## config.mk

```make
export PLATFORM = sky130hd
export DESIGN_NAME = smbus_cfg_slave
export DESIGN_NICKNAME = d
export VERILOG_FILES = /design/src/rtl/smbslv_pkg.sv /design/src/rtl/smbslv_sync.sv /design/src/rtl/smbslv_strap.sv /design/src/rtl/smbslv_engine.sv /design/src/rtl/smbus_cfg_slave.sv
export SDC_FILE = /design/constraint.sdc
export NUM_CORES = 1
export LEC_CHECK = 0
export CORE_UTILIZATION = 25
export DETAILED_ROUTE_END_ITERATION = 16
export PLACE_DENSITY = 0.54
export SLEW_MARGIN = 20
export SYNTH_ARGS = -nofsm -noshare
export SYNTH_HDL_FRONTEND = slang
export SYNTH_SLANG_ARGS = --single-unit
```

## constraint.sdc

```tcl
create_clock -name clk -period 5.3 [get_ports clk]
set_input_delay 1.59 -clock clk [delete_from_list [all_inputs] [get_ports clk]]
set_output_delay 1.59 -clock clk [all_outputs]
set_load 0.03 [all_outputs]
```

## src/rtl/smbslv_pkg.sv

```systemverilog
package smbslv_pkg;

    localparam int BYTE_W = 8;
    localparam int CNT_W  = $clog2(BYTE_W + 1);
    localparam int STRAP_W = 4;
    localparam int DEV_AW  = 7;

    typedef enum logic [3:0] {
        ST_IDLE,
        ST_ADDR,
        ST_ACK_AW,
        ST_ACK_AR,
        ST_OFFS,
        ST_ACK_OF,
        ST_WDATA,
        ST_ACK_WD,
        ST_RDATA,
        ST_RACK,
        ST_IGNORE
    } slv_state_e;

    typedef struct packed {
        logic scl;
        logic sda;
        logic scl_rise;
        logic scl_fall;
        logic start;
        logic stop;
    } bus_evt_t;

    // fixed bits 6,5 = 1, bit 3 = 0; straps fill the rest
    function automatic logic [DEV_AW-1:0] build_addr(input logic [STRAP_W-1:0] s);
        return {2'b11, s[3], 1'b0, s[2:0]};
    endfunction

    function automatic logic is_ack_state(input slv_state_e s);
        return (s == ST_ACK_AW) || (s == ST_ACK_AR) ||
               (s == ST_ACK_OF) || (s == ST_ACK_WD);
    endfunction

endpackage

```

## src/rtl/smbslv_sync.sv

```systemverilog
module smbslv_sync
    import smbslv_pkg::*;
#(
    parameter int STAGES = 2
) (
    input  logic     clk,
    input  logic     rst,
    input  logic     scl_i,
    input  logic     sda_i,
    output bus_evt_t evt
);
    localparam int LINES = 2;

    logic [LINES-1:0] pins;
    logic [LINES-1:0] cur;
    logic [LINES-1:0] last;
    logic [1:0]       age;

    assign pins = {scl_i, sda_i};

    for (genvar g = 0; g < LINES; g++) begin : g_line
        logic [STAGES-1:0] ff;
        always_ff @(posedge clk) begin
            if (rst) ff <= '1;
            else     ff <= {ff[STAGES-2:0], pins[g]};
        end
        assign cur[g] = ff[STAGES-1];
    end

    always_ff @(posedge clk) begin
        if (rst) begin
            last <= '1;
            age  <= '0;
        end else begin
            last <= cur;
            if (age != 2'd3) age <= age + 2'd1;
        end
    end

    assign evt.scl      = cur[1];
    assign evt.sda      = cur[0];
    assign evt.scl_rise = cur[1] & ~last[1];
    assign evt.scl_fall = ~cur[1] & last[1];
    assign evt.start    = cur[1] & last[1] & last[0] & ~cur[0];
    assign evt.stop     = cur[1] & last[1] & ~last[0] & cur[0];


    sync_delay_chk: assert property (@(posedge clk) disable iff (rst)
        (age == 2'd3 && evt.scl_rise) |-> ($past(scl_i, 2) && !$past(scl_i, 3)));

endmodule

```

## src/rtl/smbslv_strap.sv

```systemverilog
module smbslv_strap
    import smbslv_pkg::*;
(
    input  logic               clk,
    input  logic               rst,
    input  logic [STRAP_W-1:0] strap_i,
    output logic [DEV_AW-1:0]  dev_addr
);
    logic [STRAP_W-1:0] held;

    always_ff @(posedge clk) begin
        if (rst) held <= strap_i;
    end

    assign dev_addr = build_addr(held);

endmodule

```

## src/rtl/smbslv_engine.sv

```systemverilog
module smbslv_engine
    import smbslv_pkg::*;
#(
    parameter int REG_AW = 8
) (
    input  logic              clk,
    input  logic              rst,
    input  bus_evt_t          evt,
    input  logic [DEV_AW-1:0] dev_addr,
    input  logic [BYTE_W-1:0] reg_rdata,
    output logic              sda_oe,
    output logic [REG_AW-1:0] reg_addr,
    output logic              reg_wr,
    output logic [BYTE_W-1:0] reg_wdata
);
    slv_state_e        state, st_n;
    logic [BYTE_W-1:0] shift, sh_n;
    logic [CNT_W-1:0]  bitcnt, cnt_n;
    logic [BYTE_W-1:0] offs, offs_n;
    logic [BYTE_W-1:0] wdata_q, wd_n;
    logic              wr_q, wr_n;
    logic              byte_done;

    assign byte_done = (bitcnt == CNT_W'(BYTE_W));

    always_comb begin
        st_n   = state;
        sh_n   = shift;
        cnt_n  = bitcnt;
        offs_n = offs;
        wd_n   = wdata_q;
        wr_n   = 1'b0;
        if (evt.stop) begin
            st_n = ST_IDLE;
        end else if (evt.start) begin
            st_n  = ST_ADDR;
            cnt_n = '0;
        end else begin
            case (state)
                ST_ADDR, ST_OFFS, ST_WDATA: begin
                    if (evt.scl_rise && !byte_done) begin
                        sh_n  = {shift[BYTE_W-2:0], evt.sda};
                        cnt_n = bitcnt + CNT_W'(1);
                    end else if (evt.scl_fall && byte_done) begin
                        cnt_n = '0;
                        if (state == ST_ADDR) begin
                            if (shift[BYTE_W-1:1] == dev_addr)
                                st_n = shift[0] ? ST_ACK_AR : ST_ACK_AW;
                            else
                                st_n = ST_IGNORE;
                        end else if (state == ST_OFFS) begin
                            offs_n = shift;
                            st_n   = ST_ACK_OF;
                        end else begin
                            wr_n = 1'b1;
                            wd_n = shift;
                            st_n = ST_ACK_WD;
                        end
                    end
                end
                ST_ACK_AW: if (evt.scl_fall) st_n = ST_OFFS;
                ST_ACK_OF: if (evt.scl_fall) st_n = ST_WDATA;
                ST_ACK_WD: if (evt.scl_fall) st_n = ST_IGNORE;
                ST_ACK_AR: begin
                    if (evt.scl_fall) begin
                        st_n  = ST_RDATA;
                        sh_n  = reg_rdata;
                        cnt_n = '0;
                    end
                end
                ST_RDATA: begin
                    if (evt.scl_rise && !byte_done) begin
                        cnt_n = bitcnt + CNT_W'(1);
                    end else if (evt.scl_fall) begin
                        if (byte_done) st_n = ST_RACK;
                        else           sh_n = {shift[BYTE_W-2:0], 1'b0};
                    end
                end
                ST_RACK: if (evt.scl_fall) st_n = ST_IGNORE;
                default: ;
            endcase
        end
    end

    always_ff @(posedge clk) begin
        if (rst) begin
            state   <= ST_IDLE;
            shift   <= '0;
            bitcnt  <= '0;
            offs    <= '0;
            wdata_q <= '0;
            wr_q    <= 1'b0;
        end else begin
            state   <= st_n;
            shift   <= sh_n;
            bitcnt  <= cnt_n;
            offs    <= offs_n;
            wdata_q <= wd_n;
            wr_q    <= wr_n;
        end
    end

    assign sda_oe    = is_ack_state(state) || (state == ST_RDATA && !shift[BYTE_W-1]);
    assign reg_addr  = offs[REG_AW-1:0];
    assign reg_wr    = wr_q;
    assign reg_wdata = wdata_q;


    mismatch_nack_chk: assert property (@(posedge clk) disable iff (rst)
        (state == ST_ADDR && !evt.start && !evt.stop && evt.scl_fall && byte_done &&
         shift[BYTE_W-1:1] != dev_addr) |=> !sda_oe);


    sda_hold_chk: assert property (@(posedge clk) disable iff (rst)
        (evt.scl && !evt.start && !evt.stop) |=> $stable(sda_oe));


    write_ack_chk: assert property (@(posedge clk) disable iff (rst)
        reg_wr |-> (state == ST_ACK_WD && sda_oe));


    stop_idle_chk: assert property (@(posedge clk) disable iff (rst)
        evt.stop |=> (state == ST_IDLE && !sda_oe));

endmodule

```

## src/rtl/smbus_cfg_slave.sv

```systemverilog
module smbus_cfg_slave
    import smbslv_pkg::*;
#(
    parameter int REG_AW      = 8,
    parameter int SYNC_STAGES = 2
) (
    input  logic              clk,
    input  logic              rst,
    input  logic              scl_i,
    input  logic              sda_i,
    output logic              sda_oe,
    input  logic [3:0]        strap_i,
    output logic [REG_AW-1:0] reg_addr,
    output logic              reg_wr,
    output logic [7:0]        reg_wdata,
    input  logic [7:0]        reg_rdata
);
    bus_evt_t          evt;
    logic [DEV_AW-1:0] dev_addr;

    smbslv_sync #(.STAGES(SYNC_STAGES)) u_sync (
        .clk   (clk),
        .rst   (rst),
        .scl_i (scl_i),
        .sda_i (sda_i),
        .evt   (evt)
    );

    smbslv_strap u_strap (
        .clk      (clk),
        .rst      (rst),
        .strap_i  (strap_i),
        .dev_addr (dev_addr)
    );

    smbslv_engine #(.REG_AW(REG_AW)) u_engine (
        .clk       (clk),
        .rst       (rst),
        .evt       (evt),
        .dev_addr  (dev_addr),
        .reg_rdata (reg_rdata),
        .sda_oe    (sda_oe),
        .reg_addr  (reg_addr),
        .reg_wr    (reg_wr),
        .reg_wdata (reg_wdata)
    );

endmodule

```

==> Yosys cells after proc, flatten, opt, wreduce, memory -nomap -nowiden <==
Cells that the tools add are included.
W data, S select, Z words.
{ "totals": {"ff_bits": 43, "out_inout_bits": 18} }
{ "op_classes": {"eq_ne": 33, "reduce_logical": 24, "n_addsub": 1, "bitwise_logic": 18, "mux": 28} }
{ "op_table": {"columns": ["cell", "count"], "rows": [
  ["$mux W4", 16],
  ["$mux W8", 5],
  ["$pmux W4 S6", 1],
  ["$pmux W8 S3", 1],
  ["$ne A3 B2 Y1 const B", 7],
  ["$reduce_and A10 Y1", 2],
  ["$eq A4 B3 Y1 const B", 4],
  ["$ne A2 B1 Y1 const B", 8],
  ["$reduce_and A7 Y1", 2],
  ["$eq A4 B4 Y1 const B", 3],
  ["$pmux W4 S3", 1],
  ["$not A1 Y1", 11],
  ["$eq A4 B2 Y1 const B", 2],
  ["$reduce_and A8 Y1", 1],
  ["$and A1 B1 Y1", 7],
  ["$eq A7 B7 Y1", 1],
  ["$reduce_bool A7 Y1", 1],
  ["$reduce_or A7 Y1", 1],
  ["$ne A2 B2 Y1 const B", 3],
  ["$ne A3 B3 Y1 const B", 2],
  ["$reduce_bool A6 Y1", 1],
  ["$reduce_or A3 Y1", 2],
  ["$reduce_and A5 Y1", 1],
  ["$add A4 B1 Y4 const B", 1],
  ["other kinds (11)", 20]
]} }

==> Logic depth before layout (Yosys ltp) <==
{ "depth": {"ltp_word": 7, "depth_mapped": 8, "depth_no_buf": 7} }

==> Hierarchy <==
A second synthesis with hierarchy kept.
{ "hier_totals": {"cells_unflattened": 244, "area_unflattened_um2": 2293.4} }
{ "modules_own_cells": {"columns": ["module", "cells_per_inst", "area_each_um2", "seq_area_each_um2", "n_inst"], "rows": [
  ["smbslv_engine", 217, 1938.1, 660.6, 1],
  ["smbslv_sync", 18, 205.2, 120.1, 1],
  ["smbslv_strap", 9, 150.1, 120.1, 1]
]} }

==> Worst setup path before layout <==
Ideal clock, no wire load.
{ "synth_path": {"kind": "reg-to-output", "startpoint": "register u_engine.state[1]", "endpoint": "output sda_oe", "arrival_ns": 1.473, "setup_slack_ns": 2.237, "path_stages_with_launch": 6, "required_ns": 3.710, "path_buffers": 2, "path_cell_list": "dfxtp_1 -> buf_6 -> clkbuf_1 -> nor2_1 -> a21oi_1 -> o21ai_0"} }
{ "synth_via": {"elab_chain_cells": 5, "word_cells_on_any_way": 10} }
{ "synth_lines": {"columns": ["item", "line_no", "source"], "rows": [
  ["from (decl)", "smbslv_engine.sv:16", "slv_state_e state, st_n;"],
  ["from (signal assigned)", "smbslv_engine.sv:94", "state <= st_n;"],
  ["$eq A4 B2 Y1", "smbslv_pkg.sv:37", "return (s == ST_ACK_AW) || (s == ST_ACK_AR) ||"],
  ["$logic_or A1 B1 Y1 (2 in a row)", "smbslv_pkg.sv:37", null],
  ["$logic_or A1 B1 Y1", "smbslv_pkg.sv:38", "(s == ST_ACK_OF) || (s == ST_ACK_WD);"],
  ["$logic_or A1 B1 Y1 (*)", "smbslv_engine.sv:103", "assign sda_oe = is_ack_state(state) || (state == ST_RDATA && !shift[BYTE_W-1]);"],
  ["to (decl)", "smbus_cfg_slave.sv:11", "output logic sda_oe,"]
]} }
Mark *: on every way between the ends. The rest lies on a longest branch, timed or not.

==> Final worst setup path <==
Same ends and word-level chain as after synthesis.

==> out/metrics.cfg <==
[status]
outcome = finished clean

[synth]
syn-cell-area_um2 = 2200
synthDistinctLibCells = 53
synth-warning-count = 0
async_flop_share_pct = 0
synth-edff-count = 4
netlist_instances = 231
ys.flop_type = dfxtp_1
seq_area_frac_synth_pct = 40.9
syn_nets = 249
synth-seq-cells = 43
syn_avg_cell_area_um2 = 9.54

[layout]
syn2layout_area_growth_pct = 22.6
nFillCells = 898
most-common-layout-cells = dfxtp_1, nand2_1, clkdlybuf4s50_1, a21oi_1
drive_gt1_share_pct = 17.0
num_antenna_cells = 0
mostFrequentLayoutCell = dfxtp_1
final_cells = 364
nets = 276

[timing]
rsz0062_at_grt = no
tightest_slew_ps = 856
hold_viol = 0
slew_headroom_pct = 42.8
tns_ps = 0
fin_crit_ps = 4180
skew_ps = 7.20
final-setup-viol-count = 0
fmax_mhz = 240
fin_crit_sh_pct = 78.8
maxSlewViolCount = 0

[route]
routedWlPerCell_um = 13.8
drcViolationCount = 0
vias = 1787
ant_nets = 0
drt-total-wl_um = 5010
wl_met1_um = 2630
highest_layer = met4
dr.pass1.iters = 4
via_per_inst = 4.91
dr_wl_met2_um = 2120
drt_iter0_drc = 92
wl_met3_um = 226

[worst_setup_path]
critPathKind = flop to output pin
worst-r2r-cell-count = 5
critPathLaunchType = flop
crit_chain = inv_1 > nor2_1 > a21oi_1 > o21ai_0 > clkdlybuf4s50_1
cp.required_ps = 3710
regToRegEndpoint = u_engine.shift[1]
cp_max_fo = 19
reg2reg_setup_slack_ps = 2970
r2r_start = u_engine.state[1]
slowest_delay_ps = 750
setup.worst_path.end_class = output pin
critPathArrivalTime_ps = 2590
cpMaxStageDelayCell = dfxtp_1

[cts]
cts_max_level = 2
clk_pin_slew_ps = 80
cts_sinks = 43
cts_buffers = 5
cts_tree = built
cts_setup_buffers = 0
root_buffer = clkbuf_8
hold_buffers = 0
clk_latency_ps = 290
ctsLongestPathBuffers = 2
ctsResizeCount = 0

[place]
place.gp.congestion = 0.826
portBuffers = 33
dp_cells = 356
place.detailed.hpwl_um = 3440

[power]
p_per_area_nw_per_um2 = 230
p_leak_nw = 0.825
finalPower_uw = 622
ir_drop_mv = 0.115

[die]
io_pins = 34
core_um2 = 8380
dieArea_um2 = 9200
die-height_um = 95.9
start_util_pct = 26.3
die_w_um = 95.9
num_rows = 33

[hold_path]
hold_class = flop to flop
whs_path_depth = 1
hold_path_end = u_sync.g_line[1].ff[1]
worstHoldStart = u_sync.g_line[1].ff[0]

[global_routing]
antenna_found_initial = 0
grt_overflow_total = 0
grt_pass1_vias = 1667
grt_pass1_wl_um = 8280
track_usage_pct = 11.6
grt_max_degree = 40

[job]
maxCapViolCount = 0

-- worst max-delay path by stage --
| stage | startpoint | to | slack, ps | cells past startpoint |
|---|---|---|---|---|
| floorplan | u_engine.state[1] | sda_oe | 2240 | 5 |
| global placement | u_engine.state[1] | sda_oe | 1550 | 5 |
| detailed placement | u_engine.state[1] | sda_oe | 1440 | 5 |
| CTS | u_engine.state[1] | sda_oe | 1110 | 5 |
| global route | u_engine.state[1] | sda_oe | 950 | 5 |
| finish | u_engine.state[1] | sda_oe | 1120 | 5 |
-- report_power, final --
part / switching [mW] / internal [mW] / leakage (nW) / total [mW]
clock network: 0.113 / 0.134 / 0.0594 / 0.246
logic: 0.0183 / 0.0195 / 0.411 / 0.0378
registers: 0.00508 / 0.333 / 0.355 / 0.338
total: 0.136 / 0.486 / 0.825 / 0.622
-- area by class of cell --
| type | instances | area (µm²) | share of cell area [%] |
|---|---|---|---|
| clock buffer | 7 | 108 | 3.98 |
| clock inverter | 1 | 5.00 | 0.185 |
| inverter | 3 | 11.3 | 0.417 |
| multi-input combinational | 171 | 1210 | 44.7 |
| sequential | 43 | 901 | 33.3 |
| tap | 105 | 131 | 4.86 |
| timing repair buffer | 34 | 338 | 12.5 |
-- registers in the layout, summed over array words and instances (netlist names) --
name / flops
u_engine.bitcnt: 4
u_engine.reg_addr: 8
u_engine.reg_wdata: 8
u_engine.reg_wr: 1
u_engine.shift: 8
u_engine.state: 4
u_strap.held: 4
u_sync.g_line.ff: 4
u_sync.last: 2
-- Yosys cell counts (4+ instances only) --
library cell / instances / area [µm²]
clkbuf_1: 6 / 22.5
edfxtp_1: 4 / 120
buf_2: 4 / 20.0
dfxtp_1: 39 / 781
nor2_1: 8 / 30.0
mux2i_1: 7 / 70.1
o21ai_0: 5 / 25.0
a21oi_1: 31 / 155
nand3_1: 4 / 20.0
nand2_1: 38 / 143
nor2b_1: 5 / 31.3
or2_2: 6 / 37.5
a311oi_2: 8 / 120
xnor2_1: 4 / 35.0
-- cell families after synthesis --
group,after synthesis,share of synthesized area (%)
XOR/XNOR,5,1.99
buffers and inverters,17,4.31
AO/OA/AOI/OAI,70,23.8
multiplexers,7,3.18
adder cells (fa/ha/maj),2,1.13
AND/OR/NAND/NOR,87,24.7
flip-flops,43,40.9
-- stage by stage --
stage                     area, µm²  setup WS [ps]  hold slack (ps)  utilization, %
after floorplan                2200           2240              389               -
after global placement         2590           1550              393            30.9
after detailed placement       2590           1440              398            30.9
after CTS                      2700           1110              418            32.2
after global routing           2700            953              445            32.2
final                          2700           1120              416            32.2
-- routing by layer --
layer | GRT usage (%) | vias to the layer above
met2 | 16.7 | 45
met3 | 2.69 | 5
met4 | 2.61 | 0
li1 | - | 903
met5 | 0 | -
met1 | 17.4 | 834
-- worst max-delay path: cells and delay by family, from the launching register on --
family / cells / cell delay [ps]
AOI/OAI and AO/OA: 2 / 280
and+or+nand+nor: 1 / 280
buffers and inverters: 2 / 970
DFF: 1 / 750
Power figures use the tool's default switching activity.
